File: src/rtl/spi_ctl_pkg.sv
package spi_ctl_pkg;

  // Word index of each register (byte address bits 4:2)
  localparam logic [2:0] REG_DLO  = 3'd0;
  localparam logic [2:0] REG_DHI  = 3'd1;
  localparam logic [2:0] REG_CTRL = 3'd2;
  localparam logic [2:0] REG_DIV  = 3'd3;
  localparam logic [2:0] REG_SEL  = 3'd4;

  // Strobes from the control block to the shift datapath
  typedef struct packed {
    logic start;   // clear bit counters
    logic txStep;  // launch next MOSI bit
    logic rxStep;  // capture MISO into the data register
    logic wrWord;  // host write of one data word
  } dpStrobe_t;

endpackage

File: src/rtl/spi_ctl_shift.sv
module spi_ctl_shift
  import spi_ctl_pkg::*;
#(
  parameter int BUS_W  = 32,
  parameter int DATA_W = 64
) (
  input  logic                      clk,
  input  logic                      rstN,
  input  dpStrobe_t                 stb,
  input  logic                      hiWord,
  input  logic [BUS_W-1:0]          wrData,
  input  logic [$clog2(DATA_W):0]   nBits,
  input  logic                      lsbFirst,
  input  logic                      miso,
  output logic [DATA_W-1:0]         dataQ,
  output logic                      mosi
);
  localparam int LEN_W = $clog2(DATA_W);
  localparam int CNT_W = LEN_W + 1;
  localparam logic [CNT_W-1:0] CNT_ONE = 1;

  logic [CNT_W-1:0] txCnt, rxCnt;
  logic [CNT_W-1:0] txPosFull, rxPosFull;
  logic [LEN_W-1:0] txPos, rxPos;

  // Bit positions follow the selected order
  always_comb begin
    txPosFull = lsbFirst ? txCnt : (nBits - txCnt - CNT_ONE);
    rxPosFull = lsbFirst ? rxCnt : (nBits - rxCnt - CNT_ONE);
    txPos     = txPosFull[LEN_W-1:0];
    rxPos     = rxPosFull[LEN_W-1:0];
  end

  always_ff @(posedge clk or negedge rstN) begin
    if (!rstN) begin
      dataQ <= '0;
      mosi  <= 1'b0;
      txCnt <= '0;
      rxCnt <= '0;
    end else begin
      if (stb.start) begin
        txCnt <= '0;
        rxCnt <= '0;
      end
      if (stb.txStep) begin
        mosi  <= dataQ[txPos];
        txCnt <= txCnt + CNT_ONE;
      end
      if (stb.rxStep) begin
        dataQ[rxPos] <= miso;
        rxCnt        <= rxCnt + CNT_ONE;
      end
      if (stb.wrWord) begin
        if (hiWord) dataQ[DATA_W-1:BUS_W] <= wrData;
        else        dataQ[BUS_W-1:0]      <= wrData;
      end
    end
  end

endmodule

File: src/rtl/spi_ctl_ctrl.sv
module spi_ctl_ctrl
  import spi_ctl_pkg::*;
#(
  parameter int BUS_W  = 32,
  parameter int DIV_W  = 16,
  parameter int SEL_W  = 8,
  parameter int ADDR_W = 5,
  parameter int DATA_W = 64
) (
  input  logic                    clk,
  input  logic                    rstN,
  input  logic [ADDR_W-1:0]       busAddr,
  input  logic [BUS_W-1:0]        busWrData,
  input  logic                    busWe,
  input  logic                    busStb,
  input  logic                    busCyc,
  output logic [BUS_W-1:0]        busRdData,
  output logic                    busAck,
  output logic                    irq,
  output logic                    sclk,
  output logic [SEL_W-1:0]        selN,
  output logic                    busy,
  output logic [$clog2(DATA_W):0] nBits,
  output logic                    lsbFirst,
  output dpStrobe_t               dpStb,
  output logic                    hiWord,
  input  logic [DATA_W-1:0]       dataQ
);
  localparam int LEN_W   = $clog2(DATA_W);
  localparam int CNT_W   = LEN_W + 1;
  localparam int HALF_W  = DIV_W + 2;
  localparam int BIT_GO  = 0;
  localparam int BIT_RXF = 1;
  localparam int BIT_TXF = 2;
  localparam int BIT_LEN = 3;
  localparam int BIT_LSB = BIT_LEN + LEN_W;
  localparam int BIT_IE  = BIT_LSB + 1;
  localparam logic [HALF_W-1:0] HALF_ONE = 1;
  localparam logic [CNT_W:0]    EDGE_ONE = 1;

  logic              rxFall, txFall, irqEn, justStarted;
  logic [LEN_W-1:0]  lenField;
  logic [DIV_W-1:0]  divReg;
  logic [SEL_W-1:0]  selReg;
  logic [HALF_W-1:0] clkCnt, halfLen;
  logic [CNT_W:0]    edgeCnt;
  logic [2:0]        regIdx;
  logic              aligned, acc, wr;
  logic              hitData, hitCtrl, hitDiv, hitSel;
  logic              startNow, tick, lastEdge;
  logic [BUS_W-1:0]  ctrlWord, rdMux;

  // Bus decode
  assign regIdx  = busAddr[ADDR_W-1:2];
  assign aligned = (busAddr[1:0] == 2'b00);
  assign acc     = busStb && busCyc && !busAck;
  assign wr      = acc && busWe && aligned;
  assign hitData = (regIdx == REG_DLO) || (regIdx == REG_DHI);
  assign hitCtrl = (regIdx == REG_CTRL);
  assign hitDiv  = (regIdx == REG_DIV);
  assign hitSel  = (regIdx == REG_SEL);
  assign hiWord  = (regIdx == REG_DHI);
  assign startNow = wr && hitCtrl && !busy && busWrData[BIT_GO];

  // Serial clock timing
  assign halfLen  = ({2'b00, divReg} + HALF_ONE) << 1;
  assign nBits    = (lenField == '0) ? CNT_W'(DATA_W) : {1'b0, lenField};
  assign tick     = busy && (clkCnt == halfLen - HALF_ONE);
  assign lastEdge = (edgeCnt == ({nBits, 1'b0} - EDGE_ONE));

  always_comb begin
    ctrlWord = '0;
    ctrlWord[BIT_GO]              = busy;
    ctrlWord[BIT_RXF]             = rxFall;
    ctrlWord[BIT_TXF]             = txFall;
    ctrlWord[BIT_LEN +: LEN_W]    = lenField;
    ctrlWord[BIT_LSB]             = lsbFirst;
    ctrlWord[BIT_IE]              = irqEn;
  end

  always_comb begin
    rdMux = '0;
    if (aligned) begin
      case (regIdx)
        REG_DLO:  rdMux = dataQ[BUS_W-1:0];
        REG_DHI:  rdMux = dataQ[DATA_W-1:BUS_W];
        REG_CTRL: rdMux = ctrlWord;
        REG_DIV:  rdMux = {{(BUS_W-DIV_W){1'b0}}, divReg};
        REG_SEL:  rdMux = {{(BUS_W-SEL_W){1'b0}}, selReg};
        default:  rdMux = '0;
      endcase
    end
  end

  // Strobes to the datapath
  always_comb begin
    dpStb.start  = startNow;
    dpStb.txStep = (justStarted && txFall) ||
                   (txFall ? (tick && sclk && !lastEdge) : (tick && !sclk));
    dpStb.rxStep = rxFall ? (tick && sclk) : (tick && !sclk);
    dpStb.wrWord = wr && !busy && hitData;
  end

  assign selN = busy ? ~selReg : '1;

  always_ff @(posedge clk or negedge rstN) begin
    if (!rstN) begin
      busAck      <= 1'b0;
      busRdData   <= '0;
      irq         <= 1'b0;
      sclk        <= 1'b0;
      busy        <= 1'b0;
      justStarted <= 1'b0;
      rxFall      <= 1'b0;
      txFall      <= 1'b0;
      lsbFirst    <= 1'b0;
      irqEn       <= 1'b0;
      lenField    <= '0;
      divReg      <= '0;
      selReg      <= '0;
      clkCnt      <= '0;
      edgeCnt     <= '0;
    end else begin
      busAck      <= acc;
      justStarted <= startNow;
      if (acc) busRdData <= rdMux;
      if (wr && hitSel) selReg <= busWrData[SEL_W-1:0];
      if (wr && hitDiv && !busy) divReg <= busWrData[DIV_W-1:0];
      if (wr && hitCtrl && !busy) begin
        rxFall   <= busWrData[BIT_RXF];
        txFall   <= busWrData[BIT_TXF];
        lenField <= busWrData[BIT_LEN +: LEN_W];
        lsbFirst <= busWrData[BIT_LSB];
        irqEn    <= busWrData[BIT_IE];
      end
      if (startNow) begin
        busy    <= 1'b1;
        clkCnt  <= '0;
        edgeCnt <= '0;
        sclk    <= 1'b0;
      end else if (busy) begin
        if (tick) begin
          clkCnt  <= '0;
          sclk    <= ~sclk;
          edgeCnt <= edgeCnt + EDGE_ONE;
          if (lastEdge) busy <= 1'b0;
        end else begin
          clkCnt <= clkCnt + HALF_ONE;
        end
      end
      if (tick && lastEdge && irqEn) irq <= 1'b1;
      else if (busAck)               irq <= 1'b0;
    end
  end

endmodule

File: src/rtl/spi_ctl_master.sv
module spi_ctl_master
  import spi_ctl_pkg::*;
#(
  parameter int BUS_W  = 32,
  parameter int DIV_W  = 16,
  parameter int SEL_W  = 8,
  parameter int ADDR_W = 5
) (
  input  logic              clk,
  input  logic              rstN,
  input  logic [ADDR_W-1:0] busAddr,
  input  logic [BUS_W-1:0]  busWrData,
  input  logic              busWe,
  input  logic              busStb,
  input  logic              busCyc,
  output logic [BUS_W-1:0]  busRdData,
  output logic              busAck,
  output logic              irq,
  output logic              sclk,
  output logic              mosi,
  input  logic              miso,
  output logic [SEL_W-1:0]  selN
);
  localparam int DATA_W = 2 * BUS_W;
  localparam int LEN_W  = $clog2(DATA_W);

  dpStrobe_t          dpStb;
  logic               busy, lsbFirst, hiWord;
  logic [LEN_W:0]     nBits;
  logic [DATA_W-1:0]  dataQ;

  spi_ctl_ctrl #(
    .BUS_W(BUS_W), .DIV_W(DIV_W), .SEL_W(SEL_W), .ADDR_W(ADDR_W), .DATA_W(DATA_W)
  ) u_ctrl (
    .clk(clk), .rstN(rstN),
    .busAddr(busAddr), .busWrData(busWrData), .busWe(busWe),
    .busStb(busStb), .busCyc(busCyc),
    .busRdData(busRdData), .busAck(busAck), .irq(irq),
    .sclk(sclk), .selN(selN), .busy(busy),
    .nBits(nBits), .lsbFirst(lsbFirst),
    .dpStb(dpStb), .hiWord(hiWord), .dataQ(dataQ)
  );

  spi_ctl_shift #(
    .BUS_W(BUS_W), .DATA_W(DATA_W)
  ) u_shift (
    .clk(clk), .rstN(rstN),
    .stb(dpStb), .hiWord(hiWord), .wrData(busWrData),
    .nBits(nBits), .lsbFirst(lsbFirst), .miso(miso),
    .dataQ(dataQ), .mosi(mosi)
  );

endmodule

File: config.mk
export PLATFORM = sky130hd
export DESIGN_NAME = spi_ctl_master
export DESIGN_NICKNAME = d
export VERILOG_FILES = /design/src/rtl/spi_ctl_pkg.sv /design/src/rtl/spi_ctl_shift.sv /design/src/rtl/spi_ctl_ctrl.sv /design/src/rtl/spi_ctl_master.sv
export SDC_FILE = /design/constraint.sdc
export NUM_CORES = 1
export LEC_CHECK = 0
export ABC_AREA = 0
export BUFFER_PORTS_ARGS = -buffer_cell sky130_fd_sc_hd__buf_2
export CORE_ASPECT_RATIO = 1.5
export CORE_MARGIN = 4
export CORE_UTILIZATION = 45
export DETAILED_ROUTE_END_ITERATION = 10
export PLACE_DENSITY_LB_ADDON = 0.12
export SYNTH_ARGS = -nofsm -noshare
export SYNTH_HDL_FRONTEND = slang
export SYNTH_HIERARCHICAL = 1
export SYNTH_SLANG_ARGS = --single-unit
File: constraint.sdc
create_clock -name clk -period 5.2 [get_ports clk]
set_clock_uncertainty 0.1 [all_clocks]
set_input_delay 0.26 -clock clk [delete_from_list [all_inputs] [get_ports clk]]
set_output_delay 0.26 -clock clk [all_outputs]
set_load 0.02 [all_outputs]
### After elaboration in Yosys (flattened, before gate mapping)

Cells that the tools add are included.

* logic and storage cells: 111
* input bits: 43
* bits in registers: 176
* output and inout bits: 44

* eq/ne operators: 6
* muxes and demuxes: 35
* magnitude comparators: 3
* add/subtract/negate cells: 11
* reductions and logical operators: 35
* bitwise logic cells: 2

Operator list (count)
* $pmux W32 S5: 1
* $mux W64: 2
* $mux W32: 3
* $bwmux W64: 1
* $mux W18: 3
* $mux W8: 4
* $mux W7: 4
* $logic_and A1 B1 Y1: 20
* $add A18 B1 Y18 const B: 1
* $eq A18 B18 Y1: 1
* $sub A18 B1 Y18 const B: 1
* $add A16 B1 Y17 const B: 1
* $add A7 B1 Y7 const B: 2
* $lt A6 B7 Y1 const B: 2
* $mux W1: 13
* $mux W6: 2
* $sub A6 B1 Y6 const B: 2
* $sub A6 B6 Y6: 2
* $reduce_bool A2 Y1: 5
* $add A8 B1 Y8 const B: 1
* $eq A8 B8 Y1: 1
* $not A8 Y8: 1
* $sub A8 B1 Y8 const B: 1
* $bmux W1 S6: 1
* other kinds (12): 17

### Longest topological paths before layout

Gate-level depths: netlist of the first run.

* depth after elaboration: 13
* mapped depth: 17
* gate-level depth less buffers: 15

### By module

Netlist of the first run, hierarchy kept.

By module, submodules not included
* spi_ctl_ctrl: cells an instance 657, area each 6137.1 um^2, sequential area each 2427.3 um^2, instances 1
* spi_ctl_shift: cells an instance 598, area each 5325.1 um^2, sequential area each 1926.8 um^2, instances 1

### Worst setup path before layout of the first run

No wires, ideal clock.

* kind: register to register
* start: reg u_ctrl.divReg[0]
* end: reg u_shift.dataQ[23]
* arrival time: 3.890 ns
* library setup time: 0.137 ns
* cell stages (with the launch flop): 17
* clock period less this slack: 4.126 ns
* required time: 4.963 ns
* buffers on the path: 2
* path slack: 1.074 ns
* cells stage by stage: dfrtp_1 > ha_1 > buf_4 > xnor2_1 > or4b_1 > o311a_1 > mux2_2 > o31a_1 > nor4b_2 > o31ai_1 > nor3_1 > clkbuf_1 > nor2b_1 > nand2_1 > nor4_1 > mux2i_1 > a21oi_1

RTL lines
* from (decl): line spi_ctl_ctrl.sv:43 `logic [DIV_W-1:0] divReg;`
* from (signal assigned): line spi_ctl_ctrl.sv:128 `if (wr && hitDiv && !busy) divReg <= busWrData[DIV_W-1:0];`
* to (signal, indexed assignment): line spi_ctl_shift.sv:50 `dataQ[rxPos] <= miso;`
* to (signal, indexed assignment): line spi_ctl_shift.sv:54 `if (hiWord) dataQ[DATA_W-1:BUS_W] <= wrData;`
* to (signal, indexed assignment): line spi_ctl_shift.sv:55 `else dataQ[BUS_W-1:0] <= wrData;`
* to (decl): line spi_ctl_shift.sv:15 `output logic [DATA_W-1:0] dataQ,`

==> results of run 1 <==
[flip-flops by register name (all words and copies together) (netlist names), 6 cells and up]
signal	cells
u_shift/rxCnt	6
u_ctrl/selReg	8
u_ctrl/edgeCnt	8
u_shift/txCnt	6
u_shift/dataQ	64
u_ctrl/clkCnt	18
u_ctrl/divReg	16
u_ctrl/busRdData	32
u_ctrl/lenField	6
[cell families (layout without fill, tap and decap cells)]
kind of cell	after synthesis	after routing	synth area share [%]
adder cells (fa/ha/maj)	19	19	2.20
AO/OA/AOI/OAI	326	326	20.1
flip-flops	174	174	38.0
buffers and inverters	134	216	4.91
AND/OR/NAND/NOR	433	433	18.9
XOR/XNOR	63	63	4.81
multiplexers	106	106	11.1
[per-layer routing]
| layer | track usage [%] | vias up |
|---|---|---|
| met5 | 0 | - |
| met4 | 13.3 | 0 |
| met3 | 2.77 | 85 |
| met2 | 48.5 | 283 |
| met1 | 29.5 | 4925 |
| li1 | - | 4798 |
[through the flow]
stage	hold WS, ns	total power, W	worst slack, ns	std cells
6_report	0.0258	0.00377	0.400	1665
5_1_grt	0.0108	0.00395	0.0755	1665
4_1_cts	0.00210	0.00380	0.454	1665
3_5_place_dp	0.348	0.00253	0.480	1614
3_3_place_gp	0.343	0.00252	0.640	1614
2_1_floorplan	-0.136	0.00222	1.07	1255
[final cells by class]
class / count / area [um2]
Timing Repair Buffer: 145 / 927
Inverter: 39 / 146
Multi-Input combinational cell: 947 / 6560
Fill cell: 2390 / 12100
Clock inverter: 14 / 136
Tap cell: 328 / 410
Clock buffer: 18 / 429
Sequential cell: 174 / 4350
[placed cells by master (no fill, tap or decap), types with 9 or more instances in the layout]
cell type                       instances
sky130_fd_sc_hd__mux4_2                12
sky130_fd_sc_hd__xnor2_1               46
sky130_fd_sc_hd__nor4_1                20
sky130_fd_sc_hd__nand2_1               85
sky130_fd_sc_hd__a22o_1                14
sky130_fd_sc_hd__nor3_1                12
sky130_fd_sc_hd__nand3_1               59
sky130_fd_sc_hd__clkbuf_16             17
sky130_fd_sc_hd__xor2_1                17
sky130_fd_sc_hd__nand4_1               31
sky130_fd_sc_hd__o22ai_1                9
sky130_fd_sc_hd__o31ai_1               52
sky130_fd_sc_hd__a31oi_1               60
sky130_fd_sc_hd__a22oi_1               19
sky130_fd_sc_hd__dfrtp_1              174
sky130_fd_sc_hd__dlygate4sd3_1         19
sky130_fd_sc_hd__buf_2                 85
sky130_fd_sc_hd__a21oi_1               38
sky130_fd_sc_hd__nor2b_1                9
sky130_fd_sc_hd__mux2_2                31
sky130_fd_sc_hd__inv_1                 38
sky130_fd_sc_hd__ha_1                  17
sky130_fd_sc_hd__buf_4                 40
sky130_fd_sc_hd__and3_1                12
sky130_fd_sc_hd__or3_1                 14
sky130_fd_sc_hd__nor2_1               137
sky130_fd_sc_hd__o21ai_0               59
sky130_fd_sc_hd__mux2i_1               57
[worst min path at each step]
stage / start / to / slack, ns / depth (start not counted)
after detailed placement: rstN / u_ctrl/edgeCnt[7]$_DFFE_PN0P_ / 0.35 / 1
after global routing: busWrData[12] / u_ctrl/divReg[12]$_DFFE_PN0P_ / 0.01 / 2
final: busWrData[14] / u_ctrl/divReg[14]$_DFFE_PN0P_ / 0.03 / 2
after global placement: rstN / u_ctrl/edgeCnt[7]$_DFFE_PN0P_ / 0.34 / 1
after floorplan: rstN / u_ctrl/busAck$_DFF_PN0_ / -0.14 / 0
after CTS: busWrData[14] / u_shift/dataQ[46]$_DFF_PN0_ / 0.002 / 3
[repair_timing]
action | in CTS | in global routing
endpoints found under the setup margin | 0 | 0
hold buffers | 19 | 0
endpoints found under the hold margin | 128 | 0
gates resized for setup | 0 | 0
[report_power, final]
part	switching, W	internal [W]
clock network	0.000581	0.000670
registers	0.000124	0.00144
logic	0.000591	0.000360
total	0.00130	0.00247
==> implementation parameters, run 1 <==
Parameter                              Value

Power
  IR Drop Worst-Case VDD    0.284 mV
  Static leakage power    about 5.3 nW
  Total power divided by cell area    291 nW/um2

Global route
  Largest net degree at the start of global routing    about 100
  First-pass GRT wire length    57.7 mm
  Number of antenna violations at the first check in global routing    0
  Total global-route track usage    26.1%
  Number of global-route vias before repair    about 10000
  Overflow left after global routing    0

Detailed routing
  Detailed route wirelength on metal2    19.5 mm
  Pre-Repair DR Iteration Count    5
  Met1 Wirelength    14.2 mm
  Vias after detailed routing    10091
  Number of DRC violations after detailed routing    0
  Routed wire length per instance    22.1 um
  Residual antenna-violating net count after detailed routing    0
  Top Metal Used    met4
  Met3 wire length    1.13 mm
  Average vias per placed instance    6.06
  Final WL    36.8 mm
  Initial detailed-routing violation count    816

Timing
  Sum Neg Setup Slack    0 ns
  Unrepaired setup endpoints after global routing    false
  Count of pins over their slew limit    0
  Fin. Hold Viols    0
  Peak clock frequency supported by timing    0.208 GHz
  Rel. slew slack    roughly a third
  Final setup vio count    0
  Pin slew with the least headroom to its limit    0.993 ns
  Shortest period the worst path allows    slightly below 5 ns
  Final critical-path share of the clock period    92.3%

Finish
  Antenna diodes    0
  Final core area utilization    51.8%
  Post-route design area    around 13000 um2
  Nets@finish    1386
  Share of post-route cells with drive strength above 1    18.0%
  Area Overhead vs Synth    13.1%

Synthesis
  Cell accounting for the most synthesized area    sky130_fd_sc_hd__dfrtp_1
  Largest cells by area after synthesis    sky130_fd_sc_hd__dfrtp_1, sky130_fd_sc_hd__mux2i_1, sky130_fd_sc_hd__nor2_1, sky130_fd_sc_hd__xnor2_1, sky130_fd_sc_hd__o31ai_1
  Commonest cells in the netlist    sky130_fd_sc_hd__dfrtp_1, sky130_fd_sc_hd__nor2_1, sky130_fd_sc_hd__nand2_1
  Cell count after synthesis    between 1000 and 1500
  Synthesized area per cell    9.13 um2
  Synthesized cell area    11500 um2
  Register bit count reported by yosys    174
  Primary FF master, synth    sky130_fd_sc_hd__dfrtp_1
  Async S/R FF share, synth    100%
  Distinct cell type count of the synthesized netlist    89
  Post-synth EDFFs    0
  Net count after synthesis    around 1300
  Sequential fraction of the synthesis area    approximately 38%
  Count of warnings emitted by yosys    6
  Most frequent cell after synthesis    sky130_fd_sc_hd__dfrtp_1
  Yosys top cell area share    38.0%

Setup path
  FF-to-FF path depth    15
  Peak fanout along the critical path    16
  Endpoint arrival time on the critical path    5.01 ns
  Worst setup path start    u_ctrl/divReg[1]$_DFFE_PN0P_
  Critical path's slowest cell    sky130_fd_sc_hd__dfrtp_1
  Kind of cell adding the most delay to the critical path    simple AND/OR/NAND/NOR gates
  Worst Setup Start Kind    flop
  Crit-path max cell delay    0.57 ns
  Number of buffer and inverter stages on the critical path    1
  Data required time at the worst endpoint    roughly 5.4 ns
  Crit Reg-Reg Startpoint    u_ctrl/divReg[1]$_DFFE_PN0P_
  Crit path cell chain    ha_1, nand2_1, nor4_2, and3_1, xnor2_1, or4_1, o2111ai_2, o21ai_1, nor3_1, buf_4, and2_1, nand2_1, nor4_1, mux2i_1, a21oi_1
  Capture point of the critical path    u_shift/dataQ[17]$_DFF_PN0_
  End of the worst register-to-register path    u_shift/dataQ[17]$_DFF_PN0_
  Kind of end point of the critical path    flop
  Most Frequent Cell on Critical Path    sky130_fd_sc_hd__nand2_1
  R2R Setup Slk    0.40 ns
  WS Path Type    reg -> reg
  Total number of cells along the worst setup path    15

CTS
  Max Buffers Root-to-Sink    2
  TritonCTS sink count    174
  H-tree level count    4
  CTS tree    done
  Clock latency on the worst-skew pair    0.44 ns
  Post-CTS Repair Setup Buffers    0
  Clock slew at reported path FFs    around 0.07 ns
  Total clock buffers created by CTS    17
  Cell chosen for the clock root    sky130_fd_sc_hd__clkbuf_16

Floorplan
  Effective utilization at floorplan    45.8%
  # rows    71
  Core outline area    25100 um2
  Boundary pin count    87
  Height of the chip    between 200 and 250 um
  Width of the die    between 100 and 150 um
  Die Outline Area    28100 um2

Worst hold path
  Hold crit path type    in -> reg

Flow run
  Max-capacitance violation count    0

Place
  Post-DP Area    about 12000 um2
  IO buf count    86
  Estimated wirelength of the detail-placed design    around 27 mm
  Final weighted congestion in routability-driven placement    0.947

Run status
  Result of the run    complete, no violations
Power figures use the tool's default switching activity.
==> run 2: changes to the inputs <==
--- a/config.mk
+++ b/config.mk
@@ -12,6 +12,7 @@
 export CORE_UTILIZATION = 45
 export DETAILED_ROUTE_END_ITERATION = 10
 export PLACE_DENSITY_LB_ADDON = 0.12
+export REMOVE_ABC_BUFFERS = 1
 export SYNTH_ARGS = -nofsm -noshare
 export SYNTH_HDL_FRONTEND = slang
 export SYNTH_HIERARCHICAL = 1
==> implementation parameters, run 2 (same netlist as run 1, synthesis figures left out) <==
Parameter                              Value

Global route
  First-pass GRT wire length    59.7 mm (+3.5%)
  Total global-route track usage    27.0% (+0.84 points)
  Number of antenna violations at the first check in global routing    0 (unchanged)
  Largest net degree at the start of global routing    174 (+72%)
  Overflow left after global routing    0 (unchanged)
  Number of global-route vias before repair    10257 (+2.5%)

Detailed routing
  Pre-Repair DR Iteration Count    6 (+1)
  Average vias per placed instance    6.17 (+1.8%)
  Routed wire length per instance    22.7 um (+2.7%)
  Initial detailed-routing violation count    818 (+0.25%)
  Residual antenna-violating net count after detailed routing    0 (unchanged)
  Final WL    37.9 mm (+3.0%)
  Number of DRC violations after detailed routing    0 (unchanged)
  Vias after detailed routing    10306 (+2.1%)

Finish
  Post-route design area    13100 um2 (+1.0%)
  Nets@finish    1391 (+0.36%)
  Top library cells by usage in the layout, fill and taps aside    sky130_fd_sc_hd__dfrtp_1, sky130_fd_sc_hd__nor2_1, sky130_fd_sc_hd__buf_2, sky130_fd_sc_hd__nand2_1, sky130_fd_sc_hd__a31oi_1
  Antenna diodes    0 (unchanged)
  Commonest non-fill, non-tap cell in the layout    sky130_fd_sc_hd__dfrtp_1
  Final core area utilization    52.3% (+0.52 points)
  Share of post-route cells with drive strength above 1    18.3% (+0.31 points)
  Biggest regs    u_shift/dataQ: 64 flops, u_ctrl/busRdData: 32 flops, u_ctrl/clkCnt: 18 flops
  Area Overhead vs Synth    14.3%
  Register ranked first by flip-flop count    u_shift/dataQ
  Largest register FFs    64 (unchanged)

Setup path
  Crit path cell chain    or3_1, a221oi_2, xnor2_1, a2111oi_2, o2111ai_1, nor4b_2, o31ai_1, nor3_1, buf_4, nor2b_1, nand2_1, nor4_1, mux2i_1, a21oi_1
  WS Path Type    reg -> reg
  Worst Setup Start Kind    flop
  Worst setup path start    u_ctrl/divReg[3]$_DFFE_PN0P_
  Endpoint arrival time on the critical path    4.87 ns (-0.14 ns)
  R2R Setup Slk    0.53 ns (+0.13 ns)
  Total number of cells along the worst setup path    14 (-1)
  Critical path's slowest cell    sky130_fd_sc_hd__dfrtp_1
  FF-to-FF path depth    14 (-1)
  Crit-path max cell delay    0.55 ns (-0.02 ns)
  Crit Reg-Reg Startpoint    u_ctrl/divReg[3]$_DFFE_PN0P_
  Data required time at the worst endpoint    5.39 ns (-0.02 ns)
  Peak fanout along the critical path    16 (unchanged)
  Kind of end point of the critical path    flop
  Kind of cell adding the most delay to the critical path    simple AND/OR/NAND/NOR gates
  End of the worst register-to-register path    u_shift/dataQ[23]$_DFF_PN0_
  Capture point of the critical path    u_shift/dataQ[23]$_DFF_PN0_
  Number of buffer and inverter stages on the critical path    1 (unchanged)

Place
  Post-DP Area    12300 um2 (+0.55%)
  Final weighted congestion in routability-driven placement    0.922 (-2.6%)
  Estimated wirelength of the detail-placed design    27.6 mm (+0.67%)
  Setup Slack @ Placement    0.612 ns (+0.132 ns)
  IO buf count    86 (unchanged)

Timing
  Shortest period the worst path allows    4.67 ns (-0.129 ns)
  Peak clock frequency supported by timing    0.214 GHz (+2.8%)
  Count of pins over their slew limit    0 (unchanged)
  Fin. Hold Viols    0 (unchanged)
  Final critical-path share of the clock period    89.8% (-2.5 points)
  Final setup vio count    0 (unchanged)
  Minimum setup slack in the final design    0.529 ns (+0.129 ns)
  Unrepaired setup endpoints after global routing    false
  Sum Neg Setup Slack    0 ns (unchanged)
  Rel. slew slack    32.2% (-1.5 points)
  Pin slew with the least headroom to its limit    1.02 ns (+0.0232 ns)

CTS
  Total clock buffers created by CTS    17 (unchanged)
  TritonCTS sink count    174 (unchanged)
  Clock latency on the worst-skew pair    0.44 ns (about the same)
  Clock slew at reported path FFs    0.07 ns (about the same)
  Cell chosen for the clock root    sky130_fd_sc_hd__clkbuf_16
  Quantity of gates resized following cts    0 (unchanged)
  CTS tree    done
  H-tree level count    4 (unchanged)
  Max Buffers Root-to-Sink    2 (unchanged)
  Post-CTS Repair Setup Buffers    0 (unchanged)

Floorplan
  Core outline area    25100 um2 (unchanged)
  Die Outline Area    28100 um2 (unchanged)
  Boundary pin count    87 (unchanged)
  Height of the chip    203 um (unchanged)
  # rows    71 (unchanged)
  Width of the die    138 um (unchanged)
  Effective utilization at floorplan    45.8% (unchanged)

Power
  Clock power frac    35.1% (+1.9 points)
  Logic gate share of total power    25.0% (-0.2 points)
  Static leakage power    5.37 nW (+1.1%)
  Fraction of power consumed by sequential logic    39.9% (-1.7 points)
  IR Drop Worst-Case VDD    0.262 mV (-7.5%)
  Internal power component    0.00259 W (+4.8%)
  Total power divided by cell area    300 nW/um2 (+3.1%)
  Switching power as a share of total power    33.9% (-0.44 points)
  Switch Pwr    0.00133 W (+2.8%)

Flow run
  Max-capacitance violation count    0 (unchanged)

Worst hold path
  Hold crit path type    in -> reg

Run status
  Result of the run    complete, no violations
==> run 2: power groups by stage <==
stage,Combinational (W),Sequential (W),Clock (W)
2_1_floorplan,0.000593,0.00157,0
3_3_place_gp,0.000951,0.00158,0
3_5_place_dp,0.000960,0.00159,0
4_1_cts,0.000975,0.00156,0.00141
5_1_grt,0.00105,0.00158,0.00146
6_report,0.000981,0.00156,0.00138
==> run 2: worst min-delay path by stage <==
stage	startpoint	to	slack, ns	depth (start not counted)
2_1_floorplan	rstN	u_ctrl/busAck$_DFF_PN0_	-0.14	0
3_3_place_gp	rstN	u_ctrl/edgeCnt[7]$_DFFE_PN0P_	-0.06	1
3_5_place_dp	rstN	u_ctrl/edgeCnt[7]$_DFFE_PN0P_	-0.07	1
4_1_cts	busWrData[15]	u_ctrl/divReg[15]$_DFFE_PN0P_	0.01	2
5_1_grt	busWrData[15]	u_shift/dataQ[47]$_DFF_PN0_	0.03	3
6_report	busWrData[31]	u_shift/dataQ[31]$_DFF_PN0_	0.04	3
==> run 2: what timing repair did <==
item                                    in CTS  in global routing
hold endpoints to repair                   142                  0
endpoints found under the setup margin       0                  0
hold buffers                                20                  0
==> run 2: worst register-to-register path, delay by kind of cell, from the launching register on <==
kind            cells  cell delay [ns]
compound gates      5             1.31
xor+xnor            1             0.13
buf+inv             1             0.26
mux                 1             0.22
flops               1             0.55
simple gates        6             1.96
==> run 2: area by class of cell <==
| type | instances | area (um2) |
|---|---|---|
| tap | 328 | 410 |
| timing repair buffer | 150 | 1000 |
| clock inverter | 14 | 179 |
| clock buffer | 18 | 439 |
| inverter | 39 | 146 |
| fill | 2413 | 12000 |
| multi-input combinational | 947 | 6560 |
| sequential | 174 | 4350 |
==> run 2: layer usage <==
layer	global-route usage, %	vias to the layer above	routed length (um)
met3	3.07	108	1490
met5	0	-	0
met2	47.8	349	19200
met4	15.6	0	2350
met1	31.5	5030	14900
li1	-	4819	-
==> run 2: per-stage QoR <==
| step | instances | power (W) | hold slack, ns |
|---|---|---|---|
| after detailed placement | 1618 | 0.00255 | -0.0651 |
| after floorplan | 1160 | 0.00216 | -0.136 |
| after CTS | 1670 | 0.00394 | 0.0135 |
| final | 1670 | 0.00392 | 0.0354 |
| after global placement | 1618 | 0.00253 | -0.0624 |
| after global routing | 1670 | 0.00409 | 0.0293 |
==> run 3: changes to the inputs <==
--- a/config.mk
+++ b/config.mk
@@ -11,6 +11,7 @@
 export CORE_MARGIN = 4
 export CORE_UTILIZATION = 45
 export DETAILED_ROUTE_END_ITERATION = 10
+export HOLD_SLACK_MARGIN = 0.12
 export PLACE_DENSITY_LB_ADDON = 0.12
 export REMOVE_ABC_BUFFERS = 1
 export SYNTH_ARGS = -nofsm -noshare
==> implementation parameters, run 3 (same netlist as run 1, synthesis figures left out) <==
Parameter                              Value

Timing
  Final setup vio count    0 (unchanged)
  Peak clock frequency supported by timing    0.213 GHz (-0.58%)
  Rel. slew slack    30.8% (-1.4 points)
  Minimum setup slack in the final design    0.502 ns (-0.0272 ns)
  Count of pins over their slew limit    0 (unchanged)
  Pin slew with the least headroom to its limit    1.04 ns (+0.0210 ns)
  Final critical-path share of the clock period    90.3% (+0.52 points)
  Unrepaired setup endpoints after global routing    false
  Shortest period the worst path allows    4.70 ns (+0.0272 ns)
  Sum Neg Setup Slack    0 ns (unchanged)
  Fin. Hold Viols    0 (unchanged)

CTS
  Cell chosen for the clock root    sky130_fd_sc_hd__clkbuf_16
  Quantity of gates resized following cts    0 (unchanged)
  Clock latency on the worst-skew pair    0.44 ns (about the same)
  Total clock buffers created by CTS    17 (unchanged)
  TritonCTS sink count    174 (unchanged)
  H-tree level count    4 (unchanged)
  Clock slew at reported path FFs    0.07 ns (about the same)
  CTS tree    done
  Max Buffers Root-to-Sink    2 (unchanged)

Detailed routing
  Initial detailed-routing violation count    820 (+0.24%)
  Pre-Repair DR Iteration Count    7 (+1)
  Final WL    38.0 mm (+0.30%)
  Routed wire length per instance    22.6 um (-0.54%)
  Average vias per placed instance    6.17 (about the same)
  Number of DRC violations after detailed routing    0 (unchanged)
  Residual antenna-violating net count after detailed routing    0 (unchanged)
  Vias after detailed routing    10395 (+0.86%)

Global route
  Overflow left after global routing    0 (unchanged)
  Number of antenna violations at the first check in global routing    0 (unchanged)
  Number of global-route vias before repair    10350 (+0.91%)
  First-pass GRT wire length    60.0 mm (+0.48%)
  Largest net degree at the start of global routing    174 (unchanged)
  Total global-route track usage    27.1% (+0.12 points)

Power
  Fraction of power consumed by sequential logic    39.8% (about the same)
  Clock power frac    35.0% (about the same)
  Static leakage power    5.43 nW (+1.1%)
  Internal power component    0.00260 W (+0.27%)
  IR Drop Worst-Case VDD    0.261 mV (-0.65%)
  Pwr Total    0.00393 W (+0.18%)
  Switching power as a share of total power    33.9% (-0.060 points)
  Logic gate share of total power    25.2% (+0.2 points)
  Switch Pwr    0.00133 W (about the same)
  Total power divided by cell area    297 nW/um2 (-0.88%)

Finish
  Antenna diodes    0 (unchanged)
  Register ranked first by flip-flop count    u_shift/dataQ
  Final core area utilization    52.8% (+0.56 points)
  Total of fill cells in the finished design    2400 (-0.54%)
  Largest register FFs    64 (unchanged)
  Share of post-route cells with drive strength above 1    18.1% (-0.19 points)
  Post-Layout Cell Count    1684 (+0.84%)
  Top library cells by usage in the layout, fill and taps aside    sky130_fd_sc_hd__dfrtp_1, sky130_fd_sc_hd__nor2_1, sky130_fd_sc_hd__buf_2, sky130_fd_sc_hd__nand2_1, sky130_fd_sc_hd__a31oi_1
  Nets@finish    1405 (+1.0%)
  Area Overhead vs Synth    15.5%
  Commonest non-fill, non-tap cell in the layout    sky130_fd_sc_hd__dfrtp_1
  Biggest regs    u_shift/dataQ: 64 flops, u_ctrl/busRdData: 32 flops, u_ctrl/clkCnt: 18 flops

Floorplan
  # rows    71 (unchanged)
  Die Outline Area    28100 um2 (unchanged)
  Height of the chip    203 um (unchanged)
  Boundary pin count    87 (unchanged)
  Width of the die    138 um (unchanged)
  Core outline area    25100 um2 (unchanged)
  Effective utilization at floorplan    45.8% (unchanged)

Setup path
  Worst setup path start    u_ctrl/divReg[3]$_DFFE_PN0P_
  Peak fanout along the critical path    16 (unchanged)
  End of the worst register-to-register path    u_shift/dataQ[23]$_DFF_PN0_
  R2R Setup Slk    0.50 ns (-0.03 ns)
  Capture point of the critical path    u_shift/dataQ[23]$_DFF_PN0_
  Crit Reg-Reg Startpoint    u_ctrl/divReg[3]$_DFFE_PN0P_
  Endpoint arrival time on the critical path    4.89 ns (+0.02 ns)
  Data required time at the worst endpoint    5.39 ns (about the same)
  FF-to-FF path depth    14 (unchanged)
  Kind of end point of the critical path    flop
  Worst Setup Start Kind    flop
  WS Path Type    reg -> reg

Place
  Final weighted congestion in routability-driven placement    0.922 (unchanged)
  # placed instances    1618 (unchanged)
  Setup Slack @ Placement    0.612 ns (unchanged)
  IO buf count    86 (unchanged)
  Estimated wirelength of the detail-placed design    27.6 mm (unchanged)

Run status
  Result of the run    complete, no violations

Worst hold path
  Hold crit path type    in -> reg

Flow run
  Max-capacitance violation count    0 (unchanged)
run 3: final cells by class:
class / count / area (um2) / share of cell area [%]
tap: 328 / 410 / 3.10
multi-input combinational: 947 / 6560 / 49.6
sequential: 174 / 4350 / 32.9
clock inverter: 14 / 179 / 1.35
inverter: 39 / 146 / 1.11
timing repair buffer: 164 / 1140 / 8.65
clock buffer: 18 / 439 / 3.32
run 3: worst min-delay path by stage:
stage,startpoint,endpoint,slack [ns],depth (start not counted)
final,busAddr[2],u_ctrl/busRdData[5]$_DFFE_PN0P_,0.29,3
after global placement,rstN,u_ctrl/edgeCnt[7]$_DFFE_PN0P_,-0.06,1
after CTS,busAddr[2],u_ctrl/busRdData[5]$_DFFE_PN0P_,0.26,3
after floorplan,rstN,u_ctrl/busAck$_DFF_PN0_,-0.14,0
after detailed placement,rstN,u_ctrl/edgeCnt[7]$_DFFE_PN0P_,-0.07,1
after global routing,miso,u_shift/dataQ[4]$_DFF_PN0_,0.29,3
run 3: power groups by stage:
stage | Sequential [W] | Combinational (W) | Clock (W)
2_1_floorplan | 0.00157 | 0.000593 | 0
3_3_place_gp | 0.00158 | 0.000951 | 0
3_5_place_dp | 0.00159 | 0.000960 | 0
4_1_cts | 0.00156 | 0.000983 | 0.00141
5_1_grt | 0.00158 | 0.00106 | 0.00146
6_report | 0.00156 | 0.000989 | 0.00138
run 3: what timing repair did:
item	in CTS	in global routing
endpoints found under the hold margin	272	0
hold buffers	34	0
endpoints found under the setup margin	0	0
buffers inserted	0	0
run 3: critical path: stages (launching register included):
cell and delay [ns]:
sky130_fd_sc_hd__dfrtp_1 0.55, sky130_fd_sc_hd__or3_1 0.47, sky130_fd_sc_hd__a221oi_2 0.29, sky130_fd_sc_hd__xnor2_1 0.13, sky130_fd_sc_hd__a2111oi_2 0.48, sky130_fd_sc_hd__o2111ai_1 0.24, sky130_fd_sc_hd__nor4b_2 0.42, sky130_fd_sc_hd__o31ai_1 0.22
sky130_fd_sc_hd__nor3_1 0.27, sky130_fd_sc_hd__buf_4 0.26, sky130_fd_sc_hd__nor2b_1 0.23, sky130_fd_sc_hd__nand2_1 0.20, sky130_fd_sc_hd__nor4_1 0.37, sky130_fd_sc_hd__mux2i_1 0.22, sky130_fd_sc_hd__a21oi_1 0.09
run 3: metrics by stage:
stage          instance area (um2)  hold slack [ns]
3_5_place_dp                 12300          -0.0651
2_1_floorplan                11000           -0.136
4_1_cts                      13200            0.259
5_1_grt                      13200            0.287
6_report                     13200            0.289
3_3_place_gp                 12300          -0.0624
run 3: metal layers:
| metal | part of all wire (%) | track usage, % | up-vias |
|---|---|---|---|
| met4 | 6.0 | 15.6 | 0 |
| met2 | 51 | 48.1 | 386 |
| met3 | 4.1 | 3.12 | 113 |
| met5 | 0 | 0 | - |
| met1 | 39 | 31.6 | 5056 |
| li1 | - | - | 4840 |
